<file path="src/rtl/gpio_mask_pkg.sv">
// Shared constants and helpers for the address-masked GPIO register.
// Assumes the byte address is word aligned, so the mask begins at bit MASK_LSB.
package gpio_mask_pkg;
    localparam int MASK_LSB = 2;

    // Merge new data into old data under a bit mask.
    function automatic logic [31:0] merge_bits(input logic [31:0] old_v,
                                               input logic [31:0] new_v,
                                               input logic [31:0] mask);
        return (old_v & ~mask) | (new_v & mask);
    endfunction
endpackage

</file>
<file path="src/rtl/gpio_mask_decode.sv">
// Derives the per-bit access mask from the upper address bits.
// Assumes the caller has already dropped the byte-offset bits.
module gpio_mask_decode #(
    parameter int WIDTH = 12
) (
    input  logic [WIDTH-1:0] addr_word,
    output logic [WIDTH-1:0] mask
);
    // One mask bit per address bit, same order.
    generate
        for (genvar i = 0; i < WIDTH; i++) begin : g_bit
            assign mask[i] = addr_word[i];
        end
    endgenerate
endmodule

</file>
<file path="src/rtl/gpio_in_sync.sv">
// Multi-stage synchronizer for asynchronous pin inputs.
// Assumes STAGES >= 1; the last stage is the only output used.
module gpio_in_sync #(
    parameter int WIDTH  = 12,
    parameter int STAGES = 2
) (
    input  logic             clk,
    input  logic             rst_n,
    input  logic [WIDTH-1:0] async_in,
    output logic [WIDTH-1:0] sync_out
);
    logic [WIDTH-1:0] stg [STAGES];

    // First stage samples the raw pins.
    always_ff @(posedge clk) begin
        if (!rst_n) stg[0] <= '0;
        else        stg[0] <= async_in;
    end

    generate
        for (genvar k = 1; k < STAGES; k++) begin : g_stage
            // Each later stage re-registers the one before it.
            always_ff @(posedge clk) begin
                if (!rst_n) stg[k] <= '0;
                else        stg[k] <= stg[k-1];
            end
        end
    endgenerate

    assign sync_out = stg[STAGES-1];
endmodule

</file>
<file path="src/rtl/gpio_out_latch.sv">
// Output latch with a masked write: only enabled bits take new data.
// Assumes the write strobe and mask are stable at the rising edge.
module gpio_out_latch #(
    parameter int WIDTH = 12
) (
    input  logic             clk,
    input  logic             rst_n,
    input  logic             wr_en,
    input  logic [WIDTH-1:0] mask,
    input  logic [WIDTH-1:0] wr_data,
    output logic [WIDTH-1:0] q
);
    logic [31:0] merged;

    // Combine held value and new data under the mask.
    always_comb begin
        merged = gpio_mask_pkg::merge_bits(32'(q), 32'(wr_data), 32'(mask));
    end

    // Latch update on a write, clear on reset.
    always_ff @(posedge clk) begin
        if (!rst_n)     q <= '0;
        else if (wr_en) q <= merged[WIDTH-1:0];
    end
endmodule

</file>
<file path="src/rtl/gpio_read_port.sv">
// Registered masked read of the synchronized pin levels.
// Assumes the read strobe is a single-cycle or level request; data holds when idle.
module gpio_read_port #(
    parameter int WIDTH = 12
) (
    input  logic             clk,
    input  logic             rst_n,
    input  logic             rd_en,
    input  logic [WIDTH-1:0] mask,
    input  logic [WIDTH-1:0] pins,
    output logic [WIDTH-1:0] rd_data
);
    // Capture masked pins on a read, otherwise hold.
    always_ff @(posedge clk) begin
        if (!rst_n)     rd_data <= '0;
        else if (rd_en) rd_data <= pins & mask;
    end
endmodule

</file>
<file path="src/rtl/masked_gpio_reg.sv">
// Address-masked GPIO data register: the word address bits act as a per-bit
// enable for both writes to the output latch and reads of the pin levels.
// Assumes word-aligned accesses; address bits below MASK_LSB are ignored.
module masked_gpio_reg #(
    parameter int WIDTH       = 12,
    parameter int SYNC_STAGES = 2
) (
    input  logic                                   clk,
    input  logic                                   rst_n,
    input  logic [WIDTH+gpio_mask_pkg::MASK_LSB-1:0] bus_addr,
    input  logic                                   wr_en,
    input  logic                                   rd_en,
    input  logic [WIDTH-1:0]                       wr_data,
    output logic [WIDTH-1:0]                       rd_data,
    input  logic [WIDTH-1:0]                       pin_in,
    output logic [WIDTH-1:0]                       pin_out
);
    localparam int LSB    = gpio_mask_pkg::MASK_LSB;
    localparam int ADDR_W = WIDTH + LSB;

    logic [WIDTH-1:0] acc_mask;
    logic [WIDTH-1:0] pins_sync;
    logic             unused_addr_lsb;

    // Byte-offset bits carry no meaning for this register.
    assign unused_addr_lsb = ^bus_addr[LSB-1:0];

    gpio_mask_decode #(.WIDTH(WIDTH)) u_decode (
        .addr_word (bus_addr[ADDR_W-1:LSB]),
        .mask      (acc_mask)
    );

    gpio_in_sync #(.WIDTH(WIDTH), .STAGES(SYNC_STAGES)) u_sync (
        .clk      (clk),
        .rst_n    (rst_n),
        .async_in (pin_in),
        .sync_out (pins_sync)
    );

    gpio_out_latch #(.WIDTH(WIDTH)) u_latch (
        .clk     (clk),
        .rst_n   (rst_n),
        .wr_en   (wr_en),
        .mask    (acc_mask),
        .wr_data (wr_data),
        .q       (pin_out)
    );

    gpio_read_port #(.WIDTH(WIDTH)) u_rd (
        .clk     (clk),
        .rst_n   (rst_n),
        .rd_en   (rd_en),
        .mask    (acc_mask),
        .pins    (pins_sync),
        .rd_data (rd_data)
    );
endmodule

</file>
<file path="config.mk">
export PLATFORM = sky130hd
export DESIGN_NAME = masked_gpio_reg
export DESIGN_NICKNAME = d
export VERILOG_FILES = /design/src/rtl/gpio_mask_pkg.sv /design/src/rtl/gpio_mask_decode.sv /design/src/rtl/gpio_in_sync.sv /design/src/rtl/gpio_out_latch.sv /design/src/rtl/gpio_read_port.sv /design/src/rtl/masked_gpio_reg.sv
export SDC_FILE = /design/constraint.sdc
export NUM_CORES = 1
export LEC_CHECK = 0
export BUFFER_PORTS_ARGS = -buffer_cell sky130_fd_sc_hd__buf_2
export CORE_MARGIN = 3
export CORE_UTILIZATION = 40
export CTS_CLUSTER_SIZE = 16
export DETAILED_ROUTE_END_ITERATION = 6
export PLACE_DENSITY_LB_ADDON = 0.3
export SLEW_MARGIN = 20
export SYNTH_ARGS = -nofsm -noshare
export SYNTH_HDL_FRONTEND = slang
export SYNTH_HIERARCHICAL = 1
export SYNTH_SLANG_ARGS = --single-unit
</file>
<file path="constraint.sdc">
create_clock -name clk -period 1 [get_ports clk]
set_clock_uncertainty 0.1 [all_clocks]
set_input_delay 0.3 -clock clk [delete_from_list [all_inputs] [get_ports clk]]
set_output_delay 0.3 -clock clk [all_outputs]
set_load 0.01 [all_outputs]
</file>
After elaboration in Yosys (flattened, before gate mapping)
Memory sizes are Yosys's and may differ from the RTL's.
Index checks and enable logic that the tools add are counted.
{"block": "totals", "out_inout_bits": 24, "word_cells": 14, "ram_bits": 24, "n_memories": 1, "reg_bits": 24}
{"block": "op_classes", "muxes": 4, "n_bitwise": 7}
{"memory": "u_sync.stg", "words": 2, "width": 12, "read_ports": 2, "rd_clocked_by_memory_dff": 0, "wr": 2, "line": "gpio_in_sync.sv:12", "text": "logic [WIDTH-1:0] stg [STAGES];"}
{"cell": "AND 12 bit", "count": 3}
{"cell": "2-to-1 mux 12 bit", "count": 2}
{"cell": "NOT 12 bit", "count": 1}
{"cell": "bitwise OR 12 bit", "count": 1}
{"cell": "2-to-1 mux 1 bit", "count": 2}
{"cell": "bitwise OR 1 bit", "count": 2}

Depth between registers and ports, before layout
{"block": "logic_depth", "ltp_word": 3, "depth_mapped": 3}

Modules after synthesis
Netlist, hierarchy kept.
{"module": "gpio_in_sync", "cells_each": 50, "area_per_inst_um2": 675.6, "instances": 1, "seq_area_each_um2": 480.5}
{"module": "gpio_out_latch", "cells_each": 63, "area_per_inst_um2": 523.0, "instances": 1, "seq_area_each_um2": 240.2}
{"module": "gpio_read_port", "cells_each": 52, "area_per_inst_um2": 491.7, "instances": 1, "seq_area_each_um2": 240.2}
{"module": "gpio_mask_decode", "cells_each": 12, "area_per_inst_um2": 90.1, "instances": 1, "seq_area_each_um2": 0.0}

Worst setup path before layout
OpenSTA, ideal clock, no wires.
{"block": "synth_timing", "path_kind": "in2reg", "startpoint": "input port wr_en", "endpoint": "register (tool-made name)", "cell_stages": 3, "slack_ps": 150, "required_ps": 782, "arrival_time_ps": 632, "path_buffers": 1, "cell_sequence": "buf_2 -> nand2_1 -> mux2i_1"}
{"element": "start: declaration", "line": "masked_gpio_reg.sv:11", "text": "input logic wr_en,"}

Worst setup path after layout
{"block": "layout_timing", "startpoint": "register u_rd.rd_data[0]", "endpoint": "output port rd_data[0]"}
{"element": "start: declaration", "line": "gpio_read_port.sv:11", "text": "output logic [WIDTH-1:0] rd_data"}
{"element": "start signal: assignment", "line": "gpio_read_port.sv:16", "text": "else if (rd_en) rd_data <= pins & mask;"}
{"element": "end: declaration", "line": "masked_gpio_reg.sv:14", "text": "output logic [WIDTH-1:0] rd_data,"}
No word-level cell between the ends.

==> results.md <==
* Post-Synthesis Cell Area at 1780 µm²
* Clock slew at reported path FFs at ~0.090 ns
* Root buffer cell: clkbuf_8
* Worst-Margin Slew at roughly 0.35 ns
* Mean post-synth cell area at just over 10 µm²
* Die Ht at about 73 µm
* Final hold violation count at 0
* CTS Sinks at 48
* Arrival time worst endpoint at 0.76 ns
* Period utilization at 116%
* Vias post-DR at 1,282
* Setup WS post-layout at -0.155 ns
* Family with the most delay on the worst path: flip-flops
* # setup viols final at 24
* # DRC at 0
* First-pass GRT wire length at between 5000 and 6000 µm
* Core area at ~4100 µm²
* Ports at 66
* Synth Area in Compound Gates at 0%
* Nets@finish at roughly 280
* Peak Freq at 865 MHz
* Area Overhead vs Synth at 31.0%
* CTS tree: yes
* Critical path's slowest cell: dfxtp_2
* Leakage at 0.00114 µW
* Simple logic cell fraction of the synthesized area at between 20 and 30%
* Outcome: finished, violations left
* GRT Total Usage at between 10% and 20%
* Drt wl/cell at 12.3 µm
* Gp weighted congestion at approximately 0.7
* Worst skew pair latency at 0.29 ns
* Syn_nets at roughly 220
* Max VDD drop at 888 µV
* Main combinational cell family by area after synthesis: simple AND/OR/NAND/NOR gates
* H-tree Lvls at 2
* Dpl cells at about 270
* #FFs+latches synth at 48
* Hold Path Class: input pin to register
* Crit-path max FO at 2
* Crit-path cells: buf_6
* Synthesized instance count at roughly 180
* Initial DRC count at 55
* Setup CP Type: register to primary output
* Final Non-Filler Cells at roughly 280
* Sequential area share after synthesis at between 50 and 60%
* Vias in the first global route at about 1,300
* Std-Cell Rows at 23
* DR vias/cell at about 4.5
* Post-DP Area at between 2000 and 2500 µm²
* Share of cells above drive strength 1 at between 50% and 60%
* Antenna violations before repair at 0
* Hold Buf Count CTS at 0
* Die width at 72.7 µm
* Reg2Reg Setup Slack at approximately 0.22 ns
* Post-route ant nets at 0
* Final slew viol count at 0
* Die footprint at 5290 µm²
* RSZ-0062 raised after global routing: true
* DP Wirelength at around 2500 µm
* Most frequent cells in the layout: nand2_1 (48), buf_2 (39), buf_6 (24), dfxtp_2 (24), dfxtp_1 (24)
* Max cap viols at 0
* Post-synthesis mux area share at 6.75%
* ANT cells at 0
* Failing checks: setup timing
* Setup crit start kind: register
* DR pass1 iterations at 4
* Yosys warning count at 6
* Slew headroom at between 70% and 80%
* CP required at roughly 0.60 ns
* CP Buf/Inv Count at 1
* Max stage delay on crit path at 0.36 ns
* Pin count of the biggest net entering global routing at 33
* CTS Buf Count at 5
* Most common cell after layout, fill and taps aside: nand2_1
* Congestion Overflow GR at 0
* Crit path time final at roughly 1.2 ns
* Yosys cell types at 11
* PortBufs at 63
* Finished Cell Area at between 2000 and 2500 µm²
* Adder-cell share of the synthesized area at 0%
* Clk buf depth at 2
* Final wirelength at 3500 µm
* Initial core utilization at between 40% and 50%
* Synth Area in XOR/XNOR at 0%
* Nature of the critical path endpoint: primary output
* Power Density at 1530 nW/µm²
synthesized netlist by cell type:
master,count,area [µm²]
dfxtp_1,48,961
nand2_1,48,180
and2_2,18,135
buf_4,12,90.1
mux2i_1,12,120
nand3b_1,12,90.1
nand4_1,12,75.1
and2_1,6,37.5
buf_6,6,67.6
buf_2,2,10.0
clkbuf_8,1,13.8
stage by stage:
stage | total power [µW] | utilization (%) | setup TNS (ns) | hold slack [ns] | setup slack, ns
floorplan | 2260 | - | 0 | 0.312 | 0.150
global placement | 2370 | 48.9 | -0.483 | 0.316 | -0.0307
detailed placement | 2370 | 48.9 | -0.842 | 0.325 | -0.0484
CTS | 3610 | 55.9 | -3.57 | 0.0958 | -0.161
global route | 3750 | 56.3 | -4.06 | 0.0986 | -0.194
finish | 3570 | 56.3 | -3.33 | 0.102 | -0.155
worst paths after layout:
check | start | end | cells after the start
setup / recovery | u_rd/rd_data[0]$_SDFFE_PN0P_ | rd_data[0] | 1
hold / removal | pin_in[1] | u_sync/stg[0][1]$_SDFF_PN0_ | 2
setup reg to reg | u_rd/rd_data[11]$_SDFFE_PN0P_ | u_rd/rd_data[11]$_SDFFE_PN0P_ | 3
hold reg to reg | u_sync/stg[0][8]$_SDFF_PN0_ | u_sync/stg[1][8]$_SDFF_PN0_ | 1
kinds of logic (layout without fill, tap and decap cells):
kind of cell | after synthesis | count (layout)
AND/OR/NAND/NOR | 96 | 96
flip-flops | 48 | 48
buffers and inverters | 21 | 78
multiplexers | 12 | 12
layout make-up:
type,instances,area [µm²]
Tap cell,50,62.6
Multi-Input combinational cell,108,638
Clock inverter,2,15.0
Sequential cell,48,991
Fill cell,396,1810
Timing Repair Buffer,70,543
Clock buffer,6,82.6
metal layers:
layer / vias up / wire length [µm] / track usage (%)
met4: 0 / 50 / 6.15
met2: 38 / 1700 / 23.2
li1: 673 / - / -
met5: - / 0 / 0
met1: 567 / 1530 / 17.3
met3: 4 / 215 / 3.44
power by group:
group | switching, µW | internal, µW | total [µW]
sequential | 31.0 | 1990 | 2020
combinational | 153 | 199 | 352
clock | 638 | 560 | 1200
timing repair:
item | CTS | global route
gates resized for setup | 48 | 0
hold endpoints to repair | 0 | 0
setup endpoints to repair | 24 | 24
gates cloned | 0 | 0
buffers inserted | 2 | 2
Note: power is estimated with default switching activity, not from simulation.
